### src/rtl/pmask_pkg.sv
package pmask_pkg;
  localparam int unsigned DATA_W     = 32;
  localparam int unsigned ADDR_W     = 4;
  localparam int unsigned ADDR_LOCK  = 0;
  localparam int unsigned ADDR_CTRL  = 1;
  localparam int unsigned ADDR_MASK0 = 2;
  localparam logic [23:0] PASSWORD   = 24'hA5C3E1;

  // control register bit positions
  localparam int unsigned CTL_HALT = 0;
  localparam int unsigned CTL_GO   = 1;
  localparam int unsigned CTL_AUTO = 2;
  localparam int unsigned CTL_ALT  = 3;
endpackage

### src/rtl/pmask_unlock.sv
module pmask_unlock
  import pmask_pkg::*;
(
  input  logic              clk,
  input  logic              rst_n,
  input  logic              wr_i,
  input  logic [DATA_W-1:0] wdata_i,
  output logic              wen_o
);
  logic wen_q, wen_d;

  always_comb begin
    wen_d = wen_q;
    if (wr_i) begin
      if (wdata_i[31:8] == PASSWORD) wen_d = wdata_i[0];
      else                           wen_d = 1'b0;
    end
  end

  always_ff @(posedge clk or negedge rst_n) begin
    if (!rst_n) wen_q <= 1'b0;
    else        wen_q <= wen_d;
  end

  assign wen_o = wen_q;

  // a bad password always locks
  a_r2_bad_pw_locks: assert property (@(posedge clk) disable iff (!rst_n)
    (wr_i && wdata_i[31:8] != PASSWORD) |=> !wen_o);
endmodule

### src/rtl/pmask_engine.sv
module pmask_engine
  import pmask_pkg::*;
(
  input  logic       clk,
  input  logic       rst_n,
  input  logic       wr_i,
  input  logic [3:0] cmd_i,
  output logic       halt_o,
  output logic       go_o,
  output logic       alt_o
);
  logic halt_q, halt_d;
  logic go_q, go_d;
  logic alt_q, alt_d;
  logic go_req;

  assign go_req = wr_i && halt_q && !go_q && !cmd_i[CTL_HALT] && cmd_i[CTL_GO]
                  && (cmd_i[CTL_AUTO] ^ cmd_i[CTL_ALT]);

  always_comb begin
    halt_d = halt_q;
    go_d   = 1'b0;
    alt_d  = alt_q;
    if (go_q)                        halt_d = 1'b0;
    else if (wr_i && cmd_i[CTL_HALT]) halt_d = 1'b1;
    if (go_req) begin
      go_d  = 1'b1;
      alt_d = cmd_i[CTL_ALT];
    end
  end

  always_ff @(posedge clk or negedge rst_n) begin
    if (!rst_n) begin
      halt_q <= 1'b0;
      go_q   <= 1'b0;
      alt_q  <= 1'b0;
    end else begin
      halt_q <= halt_d;
      go_q   <= go_d;
      alt_q  <= alt_d;
    end
  end

  assign halt_o = halt_q;
  assign go_o   = go_q;
  assign alt_o  = alt_q;

  // go is a one-cycle pulse
  a_r6_go_pulse: assert property (@(posedge clk) disable iff (!rst_n)
    go_o |=> !go_o);
  // go releases the halt
  a_r6_go_restarts: assert property (@(posedge clk) disable iff (!rst_n)
    go_o |=> !halt_o);
  // no go while running
  a_r5_no_go_running: assert property (@(posedge clk) disable iff (!rst_n)
    !halt_o |=> !go_o);
endmodule

### src/rtl/pmask_bank.sv
module pmask_bank #(
  parameter int unsigned NUM_POLICY = 4,
  parameter int unsigned NUM_CLK    = 16,
  localparam int unsigned POL_W     = (NUM_POLICY > 1) ? $clog2(NUM_POLICY) : 1
) (
  input  logic                                  clk,
  input  logic                                  rst_n,
  input  logic                                  wr_i,
  input  logic [POL_W-1:0]                      idx_i,
  input  logic [NUM_CLK-1:0]                    wdata_i,
  output logic [NUM_POLICY-1:0][NUM_CLK-1:0]    masks_o
);
  for (genvar p = 0; p < NUM_POLICY; p++) begin : g_pol
    logic [NUM_CLK-1:0] m_q, m_d;
    logic               hit;

    assign hit = wr_i && (idx_i == POL_W'(p));

    always_comb begin
      m_d = m_q;
      if (hit) m_d = wdata_i;
    end

    always_ff @(posedge clk or negedge rst_n) begin
      if (!rst_n) m_q <= '1;
      else        m_q <= m_d;
    end

    assign masks_o[p] = m_q;
  end
endmodule

### src/rtl/pmask_clk_ctrl.sv
module pmask_clk_ctrl
  import pmask_pkg::*;
#(
  parameter int unsigned NUM_POLICY = 4,
  parameter int unsigned NUM_CLK    = 16,
  localparam int unsigned POL_W     = (NUM_POLICY > 1) ? $clog2(NUM_POLICY) : 1
) (
  input  logic                clk,
  input  logic                rst_n,
  input  logic [ADDR_W-1:0]   reg_addr,
  input  logic [DATA_W-1:0]   reg_wdata,
  input  logic                reg_we,
  output logic [DATA_W-1:0]   reg_rdata,
  input  logic [POL_W-1:0]    active_policy,
  output logic [NUM_CLK-1:0]  clk_en
);
  // reset: asynchronous assert, synchronous release
  logic [1:0] rst_sync_q;
  logic       rst_i_n;

  always_ff @(posedge clk or negedge rst_n) begin
    if (!rst_n) rst_sync_q <= 2'b00;
    else        rst_sync_q <= {rst_sync_q[0], 1'b1};
  end
  assign rst_i_n = rst_sync_q[1];

  // address decode
  logic              hit_lock, hit_ctrl, hit_mask;
  logic [ADDR_W-1:0] mask_off;
  logic [POL_W-1:0]  mask_idx;
  logic              wen, halt, go, alt;

  assign hit_lock = (reg_addr == ADDR_W'(ADDR_LOCK));
  assign hit_ctrl = (reg_addr == ADDR_W'(ADDR_CTRL));
  assign mask_off = reg_addr - ADDR_W'(ADDR_MASK0);
  assign hit_mask = (reg_addr >= ADDR_W'(ADDR_MASK0)) &&
                    (mask_off < ADDR_W'(NUM_POLICY));
  assign mask_idx = POL_W'(mask_off);

  logic [NUM_POLICY-1:0][NUM_CLK-1:0] masks;

  pmask_unlock u_unlock (
    .clk     (clk),
    .rst_n   (rst_i_n),
    .wr_i    (reg_we && hit_lock),
    .wdata_i (reg_wdata),
    .wen_o   (wen)
  );

  pmask_engine u_engine (
    .clk    (clk),
    .rst_n  (rst_i_n),
    .wr_i   (reg_we && hit_ctrl && wen),
    .cmd_i  (reg_wdata[3:0]),
    .halt_o (halt),
    .go_o   (go),
    .alt_o  (alt)
  );

  pmask_bank #(
    .NUM_POLICY (NUM_POLICY),
    .NUM_CLK    (NUM_CLK)
  ) u_bank (
    .clk     (clk),
    .rst_n   (rst_i_n),
    .wr_i    (reg_we && hit_mask && wen && halt),
    .idx_i   (mask_idx),
    .wdata_i (reg_wdata[NUM_CLK-1:0]),
    .masks_o (masks)
  );

  // read mux
  always_comb begin
    reg_rdata = '0;
    if (hit_lock)      reg_rdata[0] = wen;
    else if (hit_ctrl) begin
      reg_rdata[CTL_HALT] = halt;
      reg_rdata[CTL_GO]   = go;
      reg_rdata[CTL_AUTO] = alt;
    end
    else if (hit_mask) reg_rdata[NUM_CLK-1:0] = masks[mask_idx];
  end

  // enable output register
  logic [NUM_CLK-1:0] en_q, en_d;
  logic               en_load;

  assign en_load = !halt || go;

  always_comb begin
    en_d = en_q;
    if (en_load) en_d = masks[active_policy];
  end

  always_ff @(posedge clk or negedge rst_i_n) begin
    if (!rst_i_n) en_q <= '0;
    else          en_q <= en_d;
  end

  assign clk_en = en_q;

  // locked block keeps masks
  a_r3_locked_masks: assert property (@(posedge clk) disable iff (!rst_i_n)
    !wen |=> $stable(masks));
  // running engine keeps masks
  a_r4_run_masks: assert property (@(posedge clk) disable iff (!rst_i_n)
    !halt |=> $stable(masks));
  // halted engine holds enables
  a_r7_hold_en: assert property (@(posedge clk) disable iff (!rst_i_n)
    (halt && !go) |=> $stable(clk_en));
  // running enables track the selected mask
  a_r1_track: assert property (@(posedge clk) disable iff (!rst_i_n)
    !halt |=> clk_en == $past(masks[active_policy]));
endmodule

### config.mk
export PLATFORM = sky130hd
export DESIGN_NAME = pmask_clk_ctrl
export DESIGN_NICKNAME = d
export VERILOG_FILES = /design/src/rtl/pmask_pkg.sv /design/src/rtl/pmask_unlock.sv /design/src/rtl/pmask_engine.sv /design/src/rtl/pmask_bank.sv /design/src/rtl/pmask_clk_ctrl.sv
export SDC_FILE = /design/constraint.sdc
export NUM_CORES = 1
export LEC_CHECK = 0
export BUFFER_PORTS_ARGS = -buffer_cell sky130_fd_sc_hd__buf_2
export CORE_MARGIN = 4
export CORE_UTILIZATION = 55
export DETAILED_ROUTE_END_ITERATION = 16
export PLACE_DENSITY = 0.8
export SYNTH_ARGS = -nofsm -noshare
export SYNTH_HDL_FRONTEND = slang
export SYNTH_SLANG_ARGS = --single-unit
### constraint.sdc
create_clock -name clk -period 3.55 [get_ports clk]
set_input_delay 0.1775 -clock clk [delete_from_list [all_inputs] [get_ports clk]]
set_output_delay 0.1775 -clock clk [all_outputs]
set_load 0.02 [all_outputs]
==> flow_summary.toml, run 1 <==
[cells_and_area]
register_area_sq_um = 2240
areaGrowthSynthToFinish_pct = 12.2
fill_cells = 582
n_antenna_cell = 0
nets = 405
multi_input_area_sq_um = 2130
drive_gt1_share_pct = 73.8

[clock_tree]
cts_tree = "built"
cts_setup_buffers = 0
clkSinkCount = 86
cts_buffers = 9
clkLatencyLatePin_ps = 360
clockRootBuffer = "clkbuf_8"
clkTransAtPathRegs_ps = 80
cts.path.max_buffers = 2
ctsHtreeMaxLevel = 3

[drt]
drtPass1Iterations = 4
drt_iter0_drc = 209
wirelength_um = 9740
via_per_inst = 5.92
drc = 0
wl_per_cell_um = 20.8
routed-via-count = 2769
drtAntennaViolNets = 0

[global_routing]
antenna_found_initial = 0
grt_pass1_wl_um = 16000
overflow = 0
grt_max_degree = 85
grt.total_usage_pct = 21.1
grt_pass1_vias = 2962

[die]
core_sq_um = 7890
dieArea_sq_um = 9810
start_util_pct = 57.8
pin_count = 89
die_h_um = 99.0
row_count = 32
die-width_um = 99.0

[sta]
clock.fmax_mhz = 404
setup_viol = 0
min_period_ps = 2480
tightest_slew_ps = 1040
fin_crit_sh_pct = 69.7
grt_setup_unrepaired = "no"
finalClockSkew_ps = 6.50
finalSetupTns_ps = 0
slew_headroom_pct = 30.4
final_max_slew_viol_count = 0
setup_ws_ps = 1070
hold_viol = 0

[power]
p_seq_share_pct = 55.4
combPwrFrac_pct = 6.2
p_int_mw = 1.38
p_leak_nw = 2.30
swShare_pct = 23.4
ir_worst_vdd_v = 0.000223
switching_power_uw = 423
p_per_area_nw_per_um2 = 354
pwr-share-clk_pct = 38.4

[yosys]
synth_area_per_cell_sq_um = 15.7
ys_async_sr_fraction_pct = 100
ys.flop_type = "dfstp_2"
synth_edf_count = 0
synth_area_sq_um = 4560
yosysSeqAreaShare_pct = 49.0
netlist_instances = 291
postSynthRegisterBits = 86
ys_types = 42
yosys_warnings = 0

[place]
dpl_worst_slack_ps = 762
dp_hpwl_um = 6580
numPortBuffers = 72
gp_congestion = 0.782

[min_path]
hp-start = "reg_wdata[4]"
holdPathStages = 2
hp-class = "in -> reg"
hold_end = "u_bank.g_pol[2].m_q[4]$_DFFE_PN1P_"

[worst_setup_path]
startpoint_type = "input pin"
cp_max_fo = 23
cp_data_required_time_ps = 3840
reg2reg_slack_ps = 1450
r2r_cells = 5
crit_type = "in -> reg"
arrival_ps = 2760
reg2reg_from = "u_unlock.wen_o$_DFFE_PN0P_"
end_kind = "register"
reg2reg_to = "u_bank.g_pol[2].m_q[3]$_DFFE_PN1P_"

[job]
cap_violations = 0

[outcome]
status = "completed"
## power groups by stage
| stage | logic, mW | clock network [mW] | registers [mW] |
|---|---|---|---|
| floorplan | 0.0777 | 0 | 1.01 |
| global placement | 0.109 | 0 | 1.02 |
| detailed placement | 0.112 | 0 | 1.02 |
| CTS | 0.113 | 0.710 | 1.00 |
| global route | 0.122 | 0.758 | 1.01 |
| finish | 0.113 | 0.694 | 1.00 |
## routing by layer
| metal | routed length, um | vias up | track usage, % | share of wire (%) |
|---|---|---|---|---|
| li1 | - | 1196 | - | - |
| met1 | 4110 | 1469 | 28.7 | 42 |
| met2 | 4930 | 97 | 33.8 | 51 |
| met3 | 634 | 7 | 6.30 | 6.5 |
| met4 | 63 | 0 | 4.83 | 0.65 |
| met5 | 0 | - | 0 | 0 |
## how the worst max path moves through the flow
stage                       startpoint                                  to  slack [ps]  cells after the start
6_report                   reg_addr[1]  u_bank.g_pol[2].m_q[3]$_DFFE_PN1P_        1070                      8
5_1_grt                    reg_addr[1]                        reg_rdata[2]         960                      8
4_1_cts                    reg_addr[1]  u_bank.g_pol[2].m_q[3]$_DFFE_PN1P_        1110                      8
3_5_place_dp               reg_addr[1]  u_bank.g_pol[2].m_q[2]$_DFFE_PN1P_         760                      8
3_3_place_gp               reg_addr[1]  u_bank.g_pol[2].m_q[1]$_DFFE_PN1P_         860                      8
2_1_floorplan  rst_sync_q[1]$_DFF_PN0_               clk_en[0]$_DFFE_PN0P_        1090                      0
## flip-flops by register name, indices dropped and copies added (netlist names)
register and cells:
rst_sync_q 2, clk_en 16, u_engine.alt_o 1, u_engine.halt_o 1, u_bank.g_pol.m_q 64, u_engine.go_o 1, u_unlock.wen_o 1
## cells in the mapped netlist (3+ instances only)
| master | number | area (sq um) |
|---|---|---|
| buf_2 | 7 | 35.0 |
| buf_4 | 16 | 120 |
| buf_6 | 3 | 33.8 |
| clkbuf_1 | 5 | 18.8 |
| dfrtp_1 | 22 | 551 |
| dfstp_2 | 64 | 1680 |
| inv_1 | 5 | 18.8 |
| mux2_1 | 3 | 33.8 |
| mux2_2 | 68 | 766 |
| mux2_4 | 10 | 150 |
| mux4_2 | 32 | 721 |
| nand3_1 | 4 | 20.0 |
| nor2_1 | 3 | 11.3 |
| nor2b_1 | 13 | 81.3 |
## kinds of logic (layout without fill, tap and decap cells)
group                    Yosys count  in the layout  synth area share [%]
multiplexers                     114            114                  36.9
AND/OR/NAND/NOR                   42             42                  6.75
buffers and inverters             38             98                  5.52
XOR/XNOR                           2              2                 0.549
other                              2             17                 0.165
adder cells (fa/ha/maj)            2              2                 0.549
flip-flops                        86             86                  49.0
AO/OA/AOI/OAI                      5              5                 0.631
## critical path: stages
cell     delay, ps
buf_2          510
inv_1          140
ha_1           270
xnor2_2        210
nand3_4        150
nor4_4         630
buf_4          310
mux2_2         350
## area by class of cell
class | instances | area share (%)
sequential | 86 | 43.7
multi-input combinational | 182 | 41.7
timing repair buffer | 78 | 7.98
clock buffer | 14 | 3.18
tap | 102 | 2.50
clock inverter | 1 | 0.587
inverter | 5 | 0.367
## metrics by stage
stage	instance area, sq um	util, %	hold slack, ps	cells	power [mW]
final	5110	64.8	101	468	1.81
after global routing	5110	64.8	80.9	468	1.89
after CTS	5110	64.8	88.0	468	1.83
after detailed placement	4910	62.3	-34.8	452	1.13
after global placement	4910	62.3	-36.0	452	1.13
after floorplan	4610	-	-118	306	1.09
## layout by cell type (no fill, tap or decap), types with 2 or more instances in the layout
cell type / Yosys / layout
buf_2: 7 / 72
dfrtp_1: 22 / 21
dfstp_2: 64 / 64
buf_4: 16 / 5
nor2b_1: 13 / 13
mux2_4: 10 / 10
o21ai_0: 2 / 2
nor2_1: 3 / 3
conb_1: 2 / 17
clkbuf_1: 5 / 3
nor3b_1: 2 / 2
inv_1: 5 / 5
mux2_2: 68 / 68
and3_1: 2 / 2
mux4_2: 32 / 32
nand2_1: 2 / 2
mux2_1: 3 / 3
ha_1: 2 / 2
nand3_1: 4 / 4
clkbuf_8: 0 / 11
nand4_1: 2 / 2
nor4b_1: 2 / 2
## what timing repair did
| action | CTS | global route |
|---|---|---|
| hold endpoints to repair | 2 | 0 |
| hold buffers | 1 | 0 |
| gates resized for setup | 0 | 0 |
Note: power is estimated with default switching activity, not from simulation.
==> inputs of run 2 (changes only) <==
Settings changed: ABC_AREA from default to 1, CORE_UTILIZATION 55 to 56.
Clock period 3.55 ns to 2.3 ns, I/O delays scaled along.
==> run 2 against run 1 <==
  * First-iteration DRC count grew 120%
  * Highest routed layer unchanged
  * Register-to-register slack lost 880 ps
  * Critical endpoint is now reg_rdata[14]
  * Hold slack lost 86 ps
  * Routed wire length grew 43%
  * Final cell count grew 83%
  * Core utilization shrank 1.0 points
  * Via count grew 78%
==> flow_summary.toml, run 2 <==
[yosys]
yosysSeqAreaShare_pct = 44.7
ys.flop_type = "dfstp_2"
ys_top_cells_by_count = "nand2_1 (250), o21ai_0 (67), dfstp_2 (64), nand4_1 (64), nor2_1 (61)"
netlist.area_leader.share_pct = 33.7
postSynthRegisterBits = 86
yosys.area.top_type = "dfstp_2"
synth_edf_count = 0
synth_area_sq_um = 4990
synth_area_per_cell_sq_um = 7.28
ys_types = 27
synthTopCellsByArea = "dfstp_2 (34%), nand2_1 (19%), dfrtp_1 (11%)"
netlist_instances = 686
yosys_warnings = 0
synth.most_common_cell = "nand2_1"
ys_async_sr_fraction_pct = 100

[sta]
grt_setup_unrepaired = "no"
hold_viol = 0
setup_ws_ps = 310
tightest_slew_ps = 590
finalSetupTns_ps = 0
whs_ps = 14.8
min_period_ps = 1990
fin_crit_sh_pct = 86.5
setup_viol = 0
finalClockSkew_ps = 15.9
clock.fmax_mhz = 503
slew_headroom_pct = 60.6
final_max_slew_viol_count = 0

[job]
cap_violations = 0

[global_routing]
grt_pass1_wl_um = 22500
grt.total_usage_pct = 27.4
grt_max_degree = 65
grt_pass1_vias = 4516
overflow = 0
antenna_found_initial = 0

[drt]
routed-via-count = 4931
drtPass1Iterations = 5
via_per_inst = 5.75
wl_per_cell_um = 16.2
drt_iter0_drc = 460
drtAntennaViolNets = 0
wirelength_um = 13900
drc = 0

[place]
dp_hpwl_um = 9340
gp_congestion = 0.872
numPortBuffers = 72
dpl_cell_area_sq_um = 5360
dp_cells = 839
dpl_worst_slack_ps = 365

[clock_tree]
ctsHtreeMaxLevel = 3
cts_tree = "built"
clkSinkCount = 86
cts_buffers = 9
cts.path.max_buffers = 2
clkTransAtPathRegs_ps = 90
cts_setup_buffers = 0
clkLatencyLatePin_ps = 360
clockRootBuffer = "clkbuf_8"

[power]
p_per_area_nw_per_um2 = 499
p_int_mw = 1.99
pwr-share-clk_pct = 32.9
totalPowerFinal_mw = 2.76
swShare_pct = 28.0
p_leak_nw = 2.61
switching_power_uw = 774
combPwrFrac_pct = 11.7
ir_worst_vdd_v = 0.000290
p_seq_share_pct = 55.4

[cells_and_area]
largest_reg_flops = 64
final_cell_mix = "nand2_1 (250), buf_2 (72), o21ai_0 (67)"
nets = 787
top_register = "u_bank.g_pol.m_q"
finalNonFillerCells = 857
drive_gt1_share_pct = 24.2
layout_commonest_cell = "nand2_1"
n_antenna_cell = 0
areaGrowthSynthToFinish_pct = 10.9
final_area_sq_um = 5540
post-route-util_pct = 63.8

[worst_setup_path]
reg2reg_slack_ps = 570
crit_type = "in -> out"
startpoint_type = "input pin"
end_kind = "primary output"
path_cells = "buf_2, inv_2, ha_1, inv_1, nand2_1, inv_1, nor2_2, nand2_1, nor2_1, buf_2"
crit_path_top_delay_cell = "nand2_1"
cp_max_fo = 14
cp_data_required_time_ps = 2180
critical_path.max_stage_delay_ps = 400
arrival_ps = 1870

[min_path]
hp-class = "in -> reg"

[outcome]
status = "completed"

[die]
core_sq_um = 8680
die-width_um = 102
row_count = 34
die_h_um = 102
start_util_pct = 57.5
dieArea_sq_um = 10500
pin_count = 89
## run 2: changes by cell type after synthesis, sizes merged, moves of 7 or more
cell and delta:
a21oi +15, buf +18, nor2 +63, nand2 +248, mux2 -81, mux4 -32
inv +42, clkbuf +7, nor2b -13, nand4 +66, o21ai +69
## run 2: cell type report
type / count / area, sq um
Fill cell: 783 / 3140
Inverter: 50 / 188
Timing Repair Buffer: 90 / 526
Clock inverter: 5 / 27.5
Multi-Input combinational cell: 507 / 2290
Tap cell: 108 / 135
Clock buffer: 11 / 131
Sequential cell: 86 / 2240
## run 2: layer usage
layer | track usage, % | up-vias | routed length (um) | share of wire, %
met5 | 0 | - | 0 | 0
met3 | 3.82 | 39 | 1370 | 9.8
met4 | 10.3 | 0 | 405 | 2.9
met1 | 38.5 | 2257 | 5600 | 40
met2 | 43.3 | 318 | 6550 | 47
li1 | - | 2317 | - | -
## run 2: cells by family after synthesis
logic type / count (synthesis) / synth area share, %
fa+ha+maj: 2 / 0.501
simple gates: 394 / 34.2
xor+xnor: 1 / 0.176
buf+inv: 108 / 10.7
flops: 86 / 44.7
other cells: 2 / 0.150
compound gates: 93 / 9.53
## run 2: critical path: cells and delay by family
kind	cells	cell delay, ps
fa+ha+maj	1	180
simple gates	4	1000
buf+inv	5	570
## run 2: timing repair
action / 4_1_cts / 5_1_grt
gates resized for setup: 0 / 0
endpoints found under the hold margin: 5 / 0
hold buffers: 2 / 0
## run 2: path summary, 6_finish.rpt
check,depth (start not counted),startpoint,to
max,10,reg_addr[1],reg_rdata[14]
min,3,reg_wdata[12],u_bank.g_pol[1].m_q[12]$_DFFE_PN1P_
max reg2reg,5,u_unlock.wen_o$_DFFE_PN0P_,u_bank.g_pol[1].m_q[2]$_DFFE_PN1P_
min reg2reg,0,rst_sync_q[1]$_DFF_PN0_,u_unlock.wen_o$_DFFE_PN0P_
max in group asynchronous,1,rst_sync_q[1]$_DFF_PN0_,u_bank.g_pol[1].m_q[1]$_DFFE_PN1P_
min in group asynchronous,2,rst_n,rst_sync_q[1]$_DFF_PN0_
## run 2: power by group through the flow
stage	Combinational, mW	Sequential, mW	Clock (mW)
finish	0.323	1.53	0.910
global route	0.349	1.53	0.984
CTS	0.316	1.53	0.926
detailed placement	0.312	1.56	0
global placement	0.308	1.56	0
floorplan	0.208	1.56	0
